File: src/rtl/mxb_pkg.sv
package mxb_pkg;
  typedef enum logic [1:0] {
    PH_IDLE = 2'd0,
    PH_ADDR = 2'd1,
    PH_DATA = 2'd2
  } mxb_phase_e;
endpackage

File: src/rtl/mxb_seq.sv
module mxb_seq
  import mxb_pkg::*;
#(
  parameter int WAIT_W = 3
) (
  input  logic              clk_i,
  input  logic              rst_ni,
  input  logic              start_i,
  input  logic              ext_i,
  input  logic              write_i,
  input  logic [WAIT_W-1:0] wait_i,
  output mxb_phase_e        phase_o,
  output logic              ext_o,
  output logic              last_o,
  output logic              as_n_o,
  output logic              ds_n_o,
  output logic              rw_n_o,
  output logic              done_o
);
  mxb_phase_e        phase_q;
  logic [WAIT_W-1:0] wcnt_q;
  logic [WAIT_W-1:0] wait_q;
  logic [WAIT_W-1:0] dcnt_q;
  logic              ext_q, as_n_q, ds_n_q, rw_n_q, done_q;

  assign last_o  = (phase_q == PH_DATA) && (wcnt_q == '0);
  assign phase_o = phase_q;
  assign ext_o   = ext_q;
  assign as_n_o  = as_n_q;
  assign ds_n_o  = ds_n_q;
  assign rw_n_o  = rw_n_q;
  assign done_o  = done_q;

  always_ff @(posedge clk_i or negedge rst_ni) begin
    if (!rst_ni) begin
      phase_q <= PH_IDLE;
      wcnt_q  <= '0;
      wait_q  <= '0;
      dcnt_q  <= '0;
      ext_q   <= 1'b0;
      as_n_q  <= 1'b1;
      ds_n_q  <= 1'b1;
      rw_n_q  <= 1'b1;
      done_q  <= 1'b0;
    end else begin
      done_q <= 1'b0;
      unique case (phase_q)
        PH_IDLE: begin
          if (start_i) begin
            phase_q <= PH_ADDR;
            as_n_q  <= 1'b0;
            rw_n_q  <= ~write_i;
            ext_q   <= ext_i;
            wcnt_q  <= wait_i;
            wait_q  <= wait_i;
          end
        end
        PH_ADDR: begin
          phase_q <= PH_DATA;
          as_n_q  <= 1'b1;
          ds_n_q  <= ~ext_q;
          dcnt_q  <= '0;
        end
        PH_DATA: begin
          if (wcnt_q == '0) begin
            phase_q <= PH_IDLE;
            ds_n_q  <= 1'b1;
            done_q  <= 1'b1;
          end else begin
            wcnt_q <= wcnt_q - 1'b1;
            dcnt_q <= dcnt_q + 1'b1;
          end
        end
        default: phase_q <= PH_IDLE;
      endcase
    end
  end

  // strobes never overlap
  a_r3_strobes_apart: assert property (@(posedge clk_i) disable iff (!rst_ni)
    !(!as_n_q && !ds_n_q));
  // data strobe falls only together with the address strobe rising
  a_r3_ds_after_as: assert property (@(posedge clk_i) disable iff (!rst_ni)
    $fell(ds_n_q) |-> $rose(as_n_q));
  // data phase ends after exactly the latched number of wait clocks
  a_r4_data_len: assert property (@(posedge clk_i) disable iff (!rst_ni)
    ((phase_q == PH_DATA) && (wcnt_q == '0)) |-> (dcnt_q == wait_q));
endmodule

File: src/rtl/mxb_addr_path.sv
module mxb_addr_path
  import mxb_pkg::*;
#(
  parameter int ADDR_W = 16,
  parameter int DATA_W = 8,
  localparam int HI_W  = ADDR_W - DATA_W
) (
  input  logic              clk_i,
  input  logic              rst_ni,
  input  logic              start_i,
  input  mxb_phase_e        phase_i,
  input  logic [ADDR_W-1:0] addr_i,
  input  logic [DATA_W-1:0] wdata_i,
  input  logic              write_i,
  input  logic              ext_i,
  output logic [HI_W-1:0]   addr_hi_o,
  output logic [DATA_W-1:0] ad_o,
  output logic              ad_oe_o
);
  logic [HI_W-1:0]   hi_q;
  logic [DATA_W-1:0] ad_q, wdat_q;
  logic              oe_q, drv_q;

  assign addr_hi_o = hi_q;
  assign ad_o      = ad_q;
  assign ad_oe_o   = oe_q;

  always_ff @(posedge clk_i or negedge rst_ni) begin
    if (!rst_ni) begin
      hi_q   <= '0;
      ad_q   <= '0;
      wdat_q <= '0;
      oe_q   <= 1'b0;
      drv_q  <= 1'b0;
    end else if ((phase_i == PH_IDLE) && start_i) begin
      hi_q   <= addr_i[ADDR_W-1:DATA_W];
      ad_q   <= addr_i[DATA_W-1:0];
      oe_q   <= 1'b1;
      wdat_q <= wdata_i;
      drv_q  <= ext_i && write_i;
    end else if (phase_i == PH_ADDR) begin
      ad_q <= wdat_q;
      oe_q <= drv_q;
    end
  end

  // upper address changes only right after a handshake
  a_r7_hi_hold: assert property (@(posedge clk_i) disable iff (!rst_ni)
    !$past(start_i) |-> $stable(addr_hi_o));
endmodule

File: src/rtl/mxb_rd_capture.sv
module mxb_rd_capture #(
  parameter int DATA_W = 8
) (
  input  logic              clk_i,
  input  logic              rst_ni,
  input  logic              sample_i,
  input  logic [DATA_W-1:0] ad_i,
  output logic [DATA_W-1:0] rdata_o
);
  logic [DATA_W-1:0] rd_q;
  assign rdata_o = rd_q;

  always_ff @(posedge clk_i or negedge rst_ni) begin
    if (!rst_ni) rd_q <= '0;
    else if (sample_i) rd_q <= ad_i;
  end
endmodule

File: src/rtl/mxbus_ctrl.sv
module mxbus_ctrl
  import mxb_pkg::*;
#(
  parameter int ADDR_W = 16,
  parameter int DATA_W = 8,
  parameter int WAIT_W = 3,
  localparam int HI_W  = ADDR_W - DATA_W
) (
  input  logic              clk_i,
  input  logic              rst_ni,
  input  logic [WAIT_W-1:0] cfg_wait_i,
  input  logic              req_valid_i,
  output logic              req_ready_o,
  input  logic              req_write_i,
  input  logic              req_ext_i,
  input  logic [ADDR_W-1:0] req_addr_i,
  input  logic [DATA_W-1:0] req_wdata_i,
  output logic              rsp_valid_o,
  output logic [DATA_W-1:0] rsp_rdata_o,
  output logic              bus_as_n_o,
  output logic              bus_ds_n_o,
  output logic              bus_rw_n_o,
  output logic [HI_W-1:0]   bus_addr_hi_o,
  output logic [DATA_W-1:0] bus_ad_o,
  output logic              bus_ad_oe_o,
  input  logic [DATA_W-1:0] bus_ad_i
);
  mxb_phase_e phase;
  logic       start, ext_cur, last, sample;

  assign req_ready_o = (phase == PH_IDLE);
  assign start       = req_valid_i && req_ready_o;
  assign sample      = last && ext_cur && bus_rw_n_o;

  mxb_seq #(.WAIT_W(WAIT_W)) u_seq (
    .clk_i   (clk_i),
    .rst_ni  (rst_ni),
    .start_i (start),
    .ext_i   (req_ext_i),
    .write_i (req_write_i),
    .wait_i  (cfg_wait_i),
    .phase_o (phase),
    .ext_o   (ext_cur),
    .last_o  (last),
    .as_n_o  (bus_as_n_o),
    .ds_n_o  (bus_ds_n_o),
    .rw_n_o  (bus_rw_n_o),
    .done_o  (rsp_valid_o)
  );

  mxb_addr_path #(.ADDR_W(ADDR_W), .DATA_W(DATA_W)) u_addr (
    .clk_i     (clk_i),
    .rst_ni    (rst_ni),
    .start_i   (start),
    .phase_i   (phase),
    .addr_i    (req_addr_i),
    .wdata_i   (req_wdata_i),
    .write_i   (req_write_i),
    .ext_i     (req_ext_i),
    .addr_hi_o (bus_addr_hi_o),
    .ad_o      (bus_ad_o),
    .ad_oe_o   (bus_ad_oe_o)
  );

  mxb_rd_capture #(.DATA_W(DATA_W)) u_rd (
    .clk_i    (clk_i),
    .rst_ni   (rst_ni),
    .sample_i (sample),
    .ad_i     (bus_ad_i),
    .rdata_o  (rsp_rdata_o)
  );

  // shared byte is released whenever a read data strobe is low
  a_r5_read_release: assert property (@(posedge clk_i) disable iff (!rst_ni)
    (!bus_ds_n_o && bus_rw_n_o) |-> !bus_ad_oe_o);
  // completion pulse is one clock long
  a_r8_done_pulse: assert property (@(posedge clk_i) disable iff (!rst_ni)
    rsp_valid_o |=> !rsp_valid_o);
  // while ready, no strobe is active
  a_r9_idle_strobes: assert property (@(posedge clk_i) disable iff (!rst_ni)
    req_ready_o |-> (bus_as_n_o && bus_ds_n_o));
  // read/write line is steady from the address phase to the data phase
  a_r2_rw_steady: assert property (@(posedge clk_i) disable iff (!rst_ni)
    (!bus_as_n_o) |=> $stable(bus_rw_n_o));
endmodule

File: config.mk
export PLATFORM = sky130hd
export DESIGN_NAME = mxbus_ctrl
export DESIGN_NICKNAME = d
export VERILOG_FILES = /design/src/rtl/mxb_pkg.sv /design/src/rtl/mxb_seq.sv /design/src/rtl/mxb_addr_path.sv /design/src/rtl/mxb_rd_capture.sv /design/src/rtl/mxbus_ctrl.sv
export SDC_FILE = /design/constraint.sdc
export NUM_CORES = 1
export LEC_CHECK = 0
export ABC_AREA = 1
export BUFFER_PORTS_ARGS = -buffer_cell sky130_fd_sc_hd__clkbuf_2
export CAP_MARGIN = 20
export CORE_MARGIN = 5
export CORE_UTILIZATION = 48
export CTS_CLUSTER_SIZE = 40
export DETAILED_ROUTE_END_ITERATION = 12
export PLACE_DENSITY = 0.83
export SLEW_MARGIN = 15
export SYNTH_ARGS = -nofsm -noshare
export SYNTH_HDL_FRONTEND = slang
export SYNTH_HIERARCHICAL = 1
export SYNTH_SLANG_ARGS = --single-unit
File: constraint.sdc
create_clock -name clk_i -period 1.8 [get_ports clk_i]
set_clock_uncertainty 0.1 [all_clocks]
set_input_delay 0.09 -clock clk_i [delete_from_list [all_inputs] [get_ports clk_i]]
set_output_delay 0.09 -clock clk_i [all_outputs]
set_load 0.005 [all_outputs]
After elaboration in Yosys (flattened, before gate mapping)
Cells that the tools add are included.
{"block": "op_classes", "add_sub_neg": 1, "n_eq_ne": 5, "muxes": 16, "bitwise_logic": 2, "reduce_logical": 17}
{"cell": "$mux 8", "count": 2}
{"cell": "$reduce_and 2->1", "count": 4}
{"cell": "$reduce_bool 2->1", "count": 4}
{"cell": "$logic_and 1x1->1", "count": 6}
{"cell": "$mux 1", "count": 6}
{"cell": "$mux 3", "count": 2}
{"cell": "$pmux 2 s3", "count": 1}
{"cell": "$pmux 3 s2", "count": 1}
{"cell": "$mux 2", "count": 2}
{"cell": "$ne 2x2->1 const B", "count": 2}
{"cell": "$pmux 1 s2", "count": 2}
{"cell": "$logic_not 3->1", "count": 1}
{"cell": "$reduce_and 3->1", "count": 1}
{"cell": "$sub 3x1->3 const B", "count": 1}
{"cell": "$eq 2x1->1 const B", "count": 1}
{"cell": "$eq 2x2->1 const B", "count": 1}
{"cell": "$logic_not 2->1", "count": 1}
{"cell": "$ne 2x1->1 const B", "count": 1}
{"cell": "$not 1->1", "count": 2}
{"block": "totals", "ff_bits": 44, "inputBits": 40, "out_inout_bits": 30, "wordCells": 54}

Logic depth before layout (Yosys ltp)
Gate-level depths: netlist of run 1.
{"block": "depth", "depth_word": 4, "depth_mapped": 11, "depth_no_buf": 10}

Cells and area by module
Netlist of run 1, hierarchy kept.
{"module": "mxb_addr_path", "instances": 1, "cells_each": 113, "area_each_um2": 1054.8, "seq_area_each_um2": 650.6}
{"module": "mxb_seq", "instances": 1, "cells_each": 59, "area_each_um2": 498.0, "seq_area_each_um2": 254.0}
{"module": "mxb_rd_capture", "instances": 1, "cells_each": 34, "area_each_um2": 305.3, "seq_area_each_um2": 200.2}
{"module": "mxbus_ctrl", "instances": 1, "cells_each": 9, "area_each_um2": 38.8, "seq_area_each_um2": 0.0}

Worst setup path after synthesis of run 1
No wires, ideal clock.
{"block": "synth_path", "kind": "register to register", "startpoint": "reg u_seq.wcnt_q[0]", "endpoint": "reg u_rd.rd_q[0], in the netlist u_rd/rdata_o[0]", "setup_time_ns": 0.116, "arrival_time_ns": 1.284, "required_ns": 1.584, "path_slack_ns": 0.299, "stages_incl_launch_ff": 12, "path_buffers": 1, "synth_period_minus_slack_ns": 1.501, "cell_sequence": "dfrtp_1 > inv_1 > ha_1 > ha_1 > nand3_1 > inv_1 > nand2_1 > nor2_1 > buf_6 > inv_2 > nand2_1 > nand2_1"}
{"block": "synth_via", "elab_chain_len": 4}
{"element": "from (decl)", "line": "mxb_seq.sv:21", "source": "logic [WAIT_W-1:0] wcnt_q;"}
{"element": "from (signal assigned)", "line": "mxb_seq.sv:54", "source": "wcnt_q <= wait_i;"}
{"element": "from (signal assigned)", "line": "mxb_seq.sv:70", "source": "wcnt_q <= wcnt_q - 1'b1;"}
{"element": "$logic_not 3->1", "line": "mxb_seq.sv:26", "source": "assign last_o = (phase_q == PH_DATA) && (wcnt_q == '0);"}
{"element": "$logic_and 1x1->1", "line": "mxb_seq.sv:26"}
{"element": "net last", "line": "mxbus_ctrl.sv:29", "source": "logic start, ext_cur, last, sample;"}
{"element": "$logic_and 1x1->1 (2 in series)", "line": "mxbus_ctrl.sv:33", "source": "assign sample = last && ext_cur && bus_rw_n_o;"}
{"element": "net sample", "line": "mxbus_ctrl.sv:29"}
{"element": "to (signal assigned)", "line": "mxb_rd_capture.sv:15", "source": "else if (sample_i) rd_q <= ad_i;"}
{"element": "to (decl)", "line": "mxb_rd_capture.sv:10", "source": "logic [DATA_W-1:0] rd_q;"}
The timed path passes the listed nets, and every way through them passes these cells.
A chain may end at the register's enable or synchronous reset.

Worst setup path after layout of run 1
{"block": "layout_path", "startpoint": "reg u_seq.phase_q[0], in the netlist u_seq/phase_o[0]", "endpoint": "reg u_addr.ad_q[6], in the netlist u_addr/ad_o[6]"}
{"block": "layout_via", "elab_chain_len": 4, "elab_cells_between_ends": 6, "classes_between": "1 x eq/ne; 1 x mux; 4 x reduce/logical"}
{"element": "from (decl)", "line": "mxb_seq.sv:20", "source": "mxb_phase_e phase_q;"}
{"element": "from (signal assigned)", "line": "mxb_seq.sv:36", "source": "phase_q <= PH_IDLE;"}
{"element": "from (signal assigned)", "line": "mxb_seq.sv:50", "source": "phase_q <= PH_ADDR;"}
{"element": "from (signal assigned)", "line": "mxb_seq.sv:59", "source": "phase_q <= PH_DATA;"}
{"element": "$logic_not 2->1 *", "line": "mxbus_ctrl.sv:31", "source": "assign req_ready_o = (phase == PH_IDLE);"}
{"element": "$logic_and 1x1->1 *", "line": "mxbus_ctrl.sv:32", "source": "assign start = req_valid_i && req_ready_o;"}
{"element": "net start", "line": "mxbus_ctrl.sv:29"}
{"element": "$logic_and 1x1->1 *", "line": "mxb_addr_path.sv:35", "source": "end else if ((phase_i == PH_IDLE) && start_i) begin"}
{"element": "$mux 8 or $reduce_bool 2->1 (tied branches)"}
{"element": "to (signal assigned)", "line": "mxb_addr_path.sv:37", "source": "ad_q <= addr_i[DATA_W-1:0];"}
{"element": "to (signal assigned)", "line": "mxb_addr_path.sv:42", "source": "ad_q <= wdat_q;"}
{"element": "to (decl)", "line": "mxb_addr_path.sv:21", "source": "logic [DATA_W-1:0] ad_q, wdat_q;"}
Mark *: on every way through the listed nets, which the timed path passes. The rest lies on a longest branch.

==> results of run 1 <==
Yosys cell counts, drive strengths merged:
| cell type | instances |
|---|---|
| dfrtp | 41 |
| nand3 | 7 |
| nand2 | 103 |
| o21ai | 11 |
| nor2 | 16 |
| inv | 19 |
| ha | 2 |
| buf | 4 |
| o211ai | 1 |
| dfstp | 3 |
| a21oi | 8 |
cells in the final DEF, fill, tap and decap left out:
cell / Yosys / layout
clkbuf_1: 0 / 1
o211ai_1: 1 / 1
clkbuf_8: 0 / 6
inv_2: 2 / 2
nor2_4: 1 / 1
ha_1: 2 / 2
dfstp_2: 3 / 3
o21ai_0: 10 / 10
inv_6: 1 / 1
o21ai_2: 1 / 1
clkbuf_2: 0 / 69
nor2_2: 2 / 3
nand2_4: 2 / 2
dfrtp_1: 41 / 41
a21oi_1: 8 / 8
inv_1: 16 / 16
nand2_2: 10 / 10
nand3_1: 7 / 7
buf_4: 1 / 4
nand2_1: 91 / 91
dlygate4sd3_1: 0 / 31
nor2_1: 13 / 12
clkinvlp_4: 0 / 1
power by group through the flow:
stage	clock network, mW	registers, mW	logic, mW
4_1_cts	0.646	1.74	1.76
5_1_grt	0.695	1.80	1.98
3_5_place_dp	0	1.75	1.71
2_1_floorplan	0	1.76	1.06
3_3_place_gp	0	1.74	1.63
6_report	0.624	1.74	1.74
routing by layer:
metal / up-vias / global-route usage (%)
met3: 5 / 4.408
met5: - / 0
met2: 61 / 33.17
li1: 868 / -
met4: 0 / 4.918
met1: 834 / 22.74
what timing repair did:
item	in CTS	in global routing
setup endpoints to repair	0	2
hold endpoints to repair	72	0
gates resized for setup	0	1
hold buffers	31	0
path summary, 6_finish.rpt:
kind,from,end,slack (ns),cells after the start
worst max-delay path,u_seq/phase_o[0],u_addr/ad_o[6],0.21,7
worst min-delay path,req_addr_i[2],u_addr/ad_o[2],0.003,3
worst max register to register,u_seq/phase_o[0],u_addr/ad_o[6],0.21,7
worst min register to register,u_rd/rdata_o[5],u_rd/rdata_o[5],0.38,2
max in group asynchronous,rst_ni,u_seq/as_n_o,0.92,3
min in group asynchronous,rst_ni,u_addr/ad_o[4],0.31,3
logic make-up after synthesis:
family / count (synthesis) / synth area share, %
AO/OA/AOI/OAI: 20 / 5.607
adder cells (fa/ha/maj): 2 / 1.319
buffers and inverters: 23 / 6.663
flip-flops: 44 / 58.25
AND/OR/NAND/NOR: 126 / 28.17
stage by stage:
step	cell area, um^2	util, %	std cells	worst slack (ns)	power, mW
detailed placement	2282	60.96	332	0.1599	3.463
global route	2689	71.82	371	0.07533	4.470
finish	2689	71.82	371	0.2124	4.103
floorplan	1897	-	215	0.2993	2.826
CTS	2686	71.76	371	0.1418	4.149
global placement	2282	60.96	332	0.2334	3.372
critical path, cell delays in order (launching register included):
cell and delay (ns):
dfrtp_1 0.44, inv_1 0.09, nand2_2 0.06, nor2_2 0.24, nand2_2 0.18, nand2_2 0.21
nor2_1 0.07, a21oi_1 0.12
area by class of cell:
class | count | area [um^2] | area share (%)
repair buffers | 104 | 685.7 | 25.50
clock inverters | 1 | 7.507 | 0.2792
well taps | 48 | 60.06 | 2.234
flip-flops and latches | 44 | 1105 | 41.09
multi-input cells | 148 | 668.1 | 24.85
inverters | 19 | 76.32 | 2.839
clock buffers | 7 | 86.33 | 3.211
sequential cells by signal, summed over array words and instances (netlist names):
register,count
u_addr/ad_o,8
u_addr/ad_oe_o,1
u_addr/addr_hi_o,8
u_addr/drv_q,1
u_addr/wdat_q,8
u_rd/rdata_o,8
u_seq/as_n_o,1
u_seq/done_o,1
u_seq/ds_n_o,1
u_seq/ext_o,1
u_seq/phase_o,2
u_seq/rw_n_o,1
u_seq/wcnt_q,3
==> impl_results.md, run 1 <==
* Root Driver: clkbuf_8
* Fillers at 310
* Routed met3 length at 317 um
* Final net count at 364
* First drt pass iteration count at 4
* WL per Instance at 12.46 um
* CTS sink count at 44
* Clock power frac at 15.2%
* Hold WS at 0.003464 ns
* Pint at 2.532 mW
* First-pass GRT wire length at 7824 um
* Area grow syn2layout at 41.75%
* Clock buffer count from CTS at 5
* Die Wd at 72.86 um
* Power density over cell area at 1526 nW/um^2
* Yosys warns at 6
* Vias in the first global route at 1748
* Mean Syn Cell Area at 8.822 um^2
* Post-Synthesis Cells at 215
* Synth area leaders: dfrtp_1, nand2_1, dfstp_2, nand2_2, inv_1
* Synth Register Bits at 44
* CTS tree: done
* Run status: complete, no violations
* Startpoint Class: register
* 1st-iter DRT viols at 95
* Max Slew Vio Count at 0
* Port bufs at 69
* Logic pwr share at 42.5%
* DRC at 0
* Period Utilization, post-route at 88.20%
* Hpwl dp at 3080 um
* Crit path DAT at 1.70 ns
* Critical path endpoint category: register
* Area share of the largest cell type after synthesis at 54.09%
* Required time worst endpoint at 1.91 ns
* Hold Violations, Final at 0
* H-tree Lvls at 2
* Chip Height at 72.86 um
* Via count at 1768
* Number of routed nets with antenna violations at 0
* Hold WC Path Type: input pin to register
* Pin slew with the least headroom to its limit at 0.5405 ns
* Register area share after synthesis at 58.25%
* Setup Crit Path Kind: register to register
* GRT Residual Overflow at 0
* Die ar. at 5309 um^2
* Final GP Congestion at 0.7350
* CTS clk-pin slew, worst paths at 0.08 ns
* Library cells used by synthesis at 20
* DR vias/cell at 4.765
* Synthesized Nets at 257
* Lkg Pwr at 1.481 nW
* Final setup violation count at 0
* Largest net degree at the start of global routing at 45
* Postcts setup bufs at 0
* Worst Path Max Fanout at 9
* Minimum clock period at 1.588 ns
* Setup_tns at 0 ns
* Max cap viols at 0
* Routed WL at 4621 um
* Net Sw Frac at 38.29%
* RSZ-0062 raised after global routing: no
* Share of cells above drive strength 1 at 31.89%
* Antenna Cells at 0
* Core area at 3744 um^2
* Max Freq at 629.9 MHz
* M1 WL at 1871 um
* Clock Path Buffers at 2
* Area leader, netlist: dfrtp_1
* Maximum vdd drop at 0.8773 mV
* Clk Latency, worst-skew pair at 0.29 ns
* Initial antenna violation count at 0
* Core Rows at 22
* Syn Std Cell Area at 1897 um^2
* Routed length on met2 at 2393 um
* Slew margin rel. at 63.97%
* Num ports at 70
* Tot GR Track Use at 18.72%
* Reg power frac at 42.3%
* Top Layer Used: met4
* Starting density of the core at 50.67%
* Sw Pwr at 1.571 mW
No activity file was read; power rests on OpenSTA's default activity.
==> run 2, diff against run 1 <==
--- a/config.mk
+++ b/config.mk
@@ -9,10 +9,10 @@
 export BUFFER_PORTS_ARGS = -buffer_cell sky130_fd_sc_hd__clkbuf_2
 export CAP_MARGIN = 20
 export CORE_MARGIN = 5
-export CORE_UTILIZATION = 48
+export CORE_UTILIZATION = 44
 export CTS_CLUSTER_SIZE = 40
 export DETAILED_ROUTE_END_ITERATION = 12
-export PLACE_DENSITY = 0.83
+export PLACE_DENSITY = 0.8
 export SLEW_MARGIN = 15
 export SYNTH_ARGS = -nofsm -noshare
 export SYNTH_HDL_FRONTEND = slang
==> constraint.sdc (replaced) <==
create_clock -name clk_i -period 1.3 [get_ports clk_i]
set_clock_uncertainty 0.1 [all_clocks]
set_input_delay 0.065 -clock clk_i [delete_from_list [all_inputs] [get_ports clk_i]]
set_output_delay 0.065 -clock clk_i [all_outputs]
set_load 0.005 [all_outputs]
==> run 2 against run 1 <==
Effect of this change:
- the run now ends with negative setup slack left
- clock power up 70%
- critical endpoint is now u_rd/rdata_o[5]
- non-clock buffer count up 30
- die area up 7.8%
- power up 100%
- sequential cell count unchanged
- utilization up 15 points
- cell count up 10%
- fmax up 2.0%
- largest power group is now combinational logic
- worst hold slack better by 0.24 ns
- setup slack worse by 0.47 ns
==> impl_results.md, run 2 (synthesis results as in run 1) <==
* Critical path buffer and inverter count at 4 (+3)
* Tot GR Track Use at 20.87% (+2.2 points)
* Starting density of the core at 46.42% (-4.3 points)
* GRT Residual Overflow at 0 (unchanged)
* Crit-path cells: inv_2 -> ha_4 -> ha_4 -> nand3_4 -> inv_2 -> nand2_2 -> nor2_4 -> buf_6 -> inv_6 -> nand2_1 -> nand2_1
* Slew margin rel. at 83.86% (+20 points)
* Worst Path Max Fanout at 8 (-1)
* WL per Instance at 16.45 um (+32%)
* Die ar. at 5724 um^2 (+7.8%)
* Critical path endpoint category: register
* Period Utilization, post-route at 119.8% (+32 points)
* Fillers at 199 (-36%)
* Failing checks: negative setup slack
* Maximum vdd drop at 1.331 mV (+52%)
* Final GP Congestion at 0.7596 (+3.3%)
* 1st-iter DRT viols at 100 (+5.3%)
* CP top delay family: flip-flops
* Antenna Cells at 0 (unchanged)
* CTS sink count at 44 (unchanged)
* Root Driver: clkbuf_8
* Share of cells above drive strength 1 at 57.54% (+26 points)
* Max Slew Vio Count at 0 (unchanged)
* Max Freq at 642.3 MHz (+2.0%)
* Hold WC Path Type: input pin to asynchronous set/reset pin
* Commonest cells after routing, fill and taps aside: clkbuf_2, nand2_1, dfrtp_1, dlygate4sd3_1, nand2_2
* CTS tree: done
* Lkg Pwr at 1.789 nW (+21%)
* Clock buffer count from CTS at 5 (unchanged)
* Power density over cell area at 2332 nW/um^2 (+53%)
* Post-place setup slack at -0.3158 ns (-0.4757 ns)
* Num ports at 70 (unchanged)
* Total power at 8.282 mW (+100%)
* Die Wd at 75.66 um (+3.8%)
* Core area at 4086 um^2 (+9.2%)
* Number of routed nets with antenna violations at 0 (unchanged)
* Via count at 2026 (+15%)
* Hold Violations, Final at 0 (unchanged)
* Finished Core Util at 86.93% (+15 points)
* Final setup violation count at 42 (+42)
* Chip Height at 75.66 um (+3.8%)
* Placed cell area at 2449 um^2 (+7.3%)
* Commonest non-fill, non-tap cell in the layout: clkbuf_2
* Setup_tns at -6.472 ns (-6.472 ns)
* Port bufs at 69 (unchanged)
* CTS clk-pin slew, worst paths at 0.09 ns (about the same)
* Crit path setup slack, layout at -0.2568 ns (-0.4693 ns)
* Final net count at 399 (+9.6%)
* DRC at 0 (unchanged)
* Area grow syn2layout at 87.27%
* Setup Crit Path Kind: register to register
* DR vias/cell at 4.966 (+4.2%)
* Minimum clock period at 1.557 ns (-0.03072 ns)
* RSZ-0062 raised after global routing: yes
* Clock Path Buffers at 2 (unchanged)
* Max cap viols at 0 (unchanged)
* Worst path slowest cell: dfrtp_1
* H-tree Lvls at 2 (unchanged)
* Vias in the first global route at 1975 (+13%)
* Routed WL at 6712 um (+45%)
* Core Rows at 23 (+4.5%)
* Pin slew with the least headroom to its limit at 0.2416 ns (-0.2989 ns)
* Startpoint Class: register
* Clk Latency, worst-skew pair at 0.29 ns (about the same)
* Finished Cell Area at 3552 um^2 (+32%)
* First drt pass iteration count at 4 (unchanged)
* Largest net degree at the start of global routing at 45 (unchanged)
* Crit path DAT at 1.64 ns (-0.06 ns)
* CP peak stage delay at 0.40 ns (-0.04 ns)
* Run status: complete, but fails checks
* First-pass GRT wire length at 8983 um (+15%)
* Initial antenna violation count at 0 (unchanged)
* Required time worst endpoint at 1.39 ns (-0.52 ns)
* Hpwl dp at 3189 um (+3.5%)
run 2: routing by layer:
layer	up-vias	wire length [um]	global-route usage (%)
met1	973	2566	24.43
met5	-	0	0
met2	79	3543	37.68
li1	958	-	-
met3	16	414	4.881
met4	0	187	6.602
run 2: worst min-delay path, cell delays in order:
cell and delay [ns]:
dlygate4sd3_1 0.55, clkbuf_2 0.15, buf_12 0.25
run 2: layout make-up:
| type | instances | area (um^2) | share of cell area, % |
|---|---|---|---|
| clock buffer | 5 | 68.82 | 1.937 |
| timing repair inverter | 1 | 16.27 | 0.4579 |
| tap | 50 | 62.56 | 1.761 |
| clock inverter | 3 | 46.29 | 1.303 |
| timing repair buffer | 134 | 1016 | 28.60 |
| inverter | 19 | 92.59 | 2.607 |
| sequential | 44 | 1106 | 31.14 |
| multi-input combinational | 152 | 1144 | 32.19 |
run 2: timing repair:
item	in CTS	in global routing
endpoints found under the setup margin	40	41
cloned	6	0
endpoints found under the hold margin	82	0
setup buffers	5	7
hold buffers	38	0
pin swaps	8	23
resized for setup	39	84
run 2: path summary, 6_finish.rpt:
path	start	to	slack (ns)	depth (start not counted)
max reg2reg	u_seq/wcnt_q[0]	u_rd/rdata_o[5]	-0.26	11
max in group asynchronous	rst_ni	u_seq/rw_n_o	0.59	3
min reg2reg	u_rd/rdata_o[0]	u_rd/rdata_o[0]	0.38	2
min	rst_ni	u_addr/addr_hi_o[6]	0.24	3
max	u_seq/wcnt_q[0]	u_rd/rdata_o[5]	-0.26	11
min in group clk_i	req_valid_i	u_seq/rw_n_o	0.27	7
run 2: power by group:
| group | switching [mW] | leakage [nW] | internal (mW) | total (mW) |
|---|---|---|---|---|
| Combinational | 2.54 | 1.22 | 2.08 | 4.62 |
| Sequential | 0.527 | 0.512 | 2.07 | 2.60 |
| Clock | 0.484 | 0.0548 | 0.579 | 1.06 |
run 2: per-stage QoR:
stage	instances	hold slack (ns)
floorplan	215	-0.3306
global placement	345	-0.04045
detailed placement	345	-0.03360
CTS	402	0.1654
global route	408	0.2219
finish	408	0.2413
==> run 3, diff against run 2 <==
--- a/config.mk
+++ b/config.mk
@@ -13,6 +13,7 @@
 export CTS_CLUSTER_SIZE = 40
 export DETAILED_ROUTE_END_ITERATION = 12
 export PLACE_DENSITY = 0.8
+export REMOVE_ABC_BUFFERS = 1
 export SLEW_MARGIN = 15
 export SYNTH_ARGS = -nofsm -noshare
 export SYNTH_HDL_FRONTEND = slang
==> run 3 against run 2 <==
Effect of this change:
- the run still ends with negative setup slack left
- sequential cell count did not move
- clock power decreased by 8%
- utilization increased by 2.3 points
- non-clock buffer count increased by 3
- critical path depth down 1
- sequential share of layout area is 0.85 points lower
- routed wire length rose by 29%
- register-to-register slack worse by 0.03 ns
- global-route usage up 4.2 points
- fmax shrank 1.7%
- first-iteration DRC count increased to 2.7 times the previous value
==> impl_results.md, run 3 (synthesis results as in run 1) <==
* Run status: complete, but fails checks
* Crit path DAT at 1.74 ns (+0.10 ns)
* CTS clk-pin slew, worst paths at 0.10 ns (about the same)
* Clk Latency, worst-skew pair at 0.31 ns (+0.02 ns)
* Clock buffer count from CTS at 5 (unchanged)
* Via count at 2301 (+14%)
* Top Layer Used: met4
* Lkg Pwr at 1.821 nW (+1.8%)
* Minimum clock period at 1.583 ns (+0.02626 ns)
* 1st-iter DRT viols at 269 (+170%)
* Required time worst endpoint at 1.46 ns (+0.07 ns)
* Post-place setup slack at -0.2956 ns (+0.02012 ns)
* Hpwl dp at 3076 um (-3.5%)
* CTS tree: done
* Final setup violation count at 43 (+2.4%)
* First-pass GRT wire length at 10520 um (+17%)
* Max Freq at 631.7 MHz (-1.7%)
* Vias in the first global route at 2276 (+15%)
* Critical path endpoint category: register
* Worst path slowest cell: dfrtp_1
* Period Utilization, post-route at 121.8% (+2.0 points)
* Commonest non-fill, non-tap cell in the layout: clkbuf_2
* Starting density of the core at 46.42% (unchanged)
* Power density over cell area at 2471 nW/um^2 (+6.0%)
* Core Rows at 23 (unchanged)
* Root Driver: clkbuf_8
* Chip Height at 75.66 um (unchanged)
* Port bufs at 69 (unchanged)
* Failing checks: negative setup slack
* Startpoint Class: register
* Tot GR Track Use at 25.03% (+4.2 points)
* Initial antenna violation count at 0 (unchanged)
* Worst Path Max Fanout at 8 (unchanged)
* Final GP Congestion at 0.7374 (-2.9%)
* Crit path setup slack, layout at -0.2831 ns (-0.02626 ns)
* Routed WL at 8688 um (+29%)
* Max Slew Vio Count at 0 (unchanged)
* Max cap viols at 0 (unchanged)
* Worst setup path startpoint: u_seq/wcnt_q[0]
* Routed length on met2 at 4223 um (+19%)
* Routed met3 length at 800 um (+93%)
* Setup Crit Path Kind: register to register
* Number of routed nets with antenna violations at 0 (unchanged)
* Hold Violations, Final at 0 (unchanged)
* Pin slew with the least headroom to its limit at 0.2430 ns (+0.001419 ns)
* Die ar. at 5724 um^2 (unchanged)
* First drt pass iteration count at 4 (unchanged)
* Setup_tns at -4.969 ns (+1.503 ns)
* CTS sink count at 44 (unchanged)
* CP peak stage delay at 0.40 ns (about the same)
* Die Wd at 75.66 um (unchanged)
* Crit-path cells: inv_2 -> ha_4 -> ha_4 -> nand3_4 -> inv_2 -> nand2_2 -> nor2_4 -> buf_6 -> nand2_1 -> nand2_1
* WL per Instance at 21.04 um (+28%)
* Area grow syn2layout at 92.28%
* Clock Path Buffers at 2 (unchanged)
* GRT Residual Overflow at 0 (unchanged)
* Maximum vdd drop at 1.468 mV (+10%)
* Core area at 4086 um^2 (unchanged)
* H-tree Lvls at 2 (unchanged)
* M1 WL at 3125 um (+22%)
* DRC at 0 (unchanged)
* Antenna Cells at 0 (unchanged)
* RSZ-0062 raised after global routing: yes
* Largest net degree at the start of global routing at 45 (unchanged)
* Num ports at 70 (unchanged)
* Final net count at 404 (+1.3%)
* Hold WC Path Type: input pin to asynchronous set/reset pin
* RR Startpoint: u_seq/wcnt_q[0]
* Share of cells above drive strength 1 at 58.68% (+1.1 points)
* Commonest cells after routing, fill and taps aside: clkbuf_2, nand2_1, dfrtp_1, dlygate4sd3_1, nand2_2
* Slew margin rel. at 83.80% (about the same)
* DR vias/cell at 5.571 (+12%)
[run 3: worst paths after layout]
kind / end / slack, ns / cells after the start
worst max-delay path: u_rd/rdata_o[0] / -0.28 / 10
worst min-delay path: u_addr/ad_o[5] / 0.22 / 3
worst max register to register: u_rd/rdata_o[0] / -0.28 / 10
worst min register to register: u_rd/rdata_o[6] / 0.39 / 2
max in group asynchronous: u_seq/ds_n_o / 0.59 / 3
min in group clk_i: u_seq/rw_n_o / 0.29 / 7
[run 3: stage by stage]
step,power (mW),cell area [um^2],util (%),instances,hold WS [ns]
floorplan,3.808,1847,-,211,-0.3306
global placement,4.810,2347,57.44,339,-0.03800
detailed placement,4.913,2347,57.44,339,-0.03581
CTS,7.176,3263,79.85,406,0.1650
global route,9.390,3647,89.25,413,0.2327
finish,9.012,3647,89.25,413,0.2249
[run 3: critical path: cells and delay by family (launching register included)]
kind | cells | cell delay, ns
fa+ha+maj | 2 | 0.29
buf+inv | 3 | 0.33
simple gates | 5 | 0.40
flops | 1 | 0.40
[run 3: metal layers]
metal | global-route usage [%] | vias to the layer above
met5 | 0 | -
met4 | 13.59 | 0
met3 | 6.860 | 55
met2 | 43.05 | 192
met1 | 28.09 | 1091
li1 | - | 963
[run 3: repair_timing]
item,in CTS,in global routing
pin swaps,20,25
resized for setup,57,88
cloned,8,0
hold buffers,38,0
setup endpoints to repair,39,43
hold endpoints to repair,82,0
buffers inserted,15,8
[run 3: area by class of cell]
type,instances,area [um^2]
timing repair buffer,137,1112
tap,50,62.56
timing repair inverter,1,16.27
fill,156,439.2
sequential,44,1105
clock inverter,2,13.76
multi-input combinational,154,1165
clock buffer,6,82.58
inverter,19,90.09
[run 3: power breakdown]
| group | leakage [nW] | switching (mW) | internal [mW] | total, mW |
|---|---|---|---|---|
| Clock | 0.0516 | 0.545 | 0.436 | 0.980 |
| Sequential | 0.514 | 0.637 | 2.07 | 2.71 |
| Combinational | 1.26 | 2.95 | 2.38 | 5.33 |
| Total | 1.82 | 4.13 | 4.88 | 9.01 |
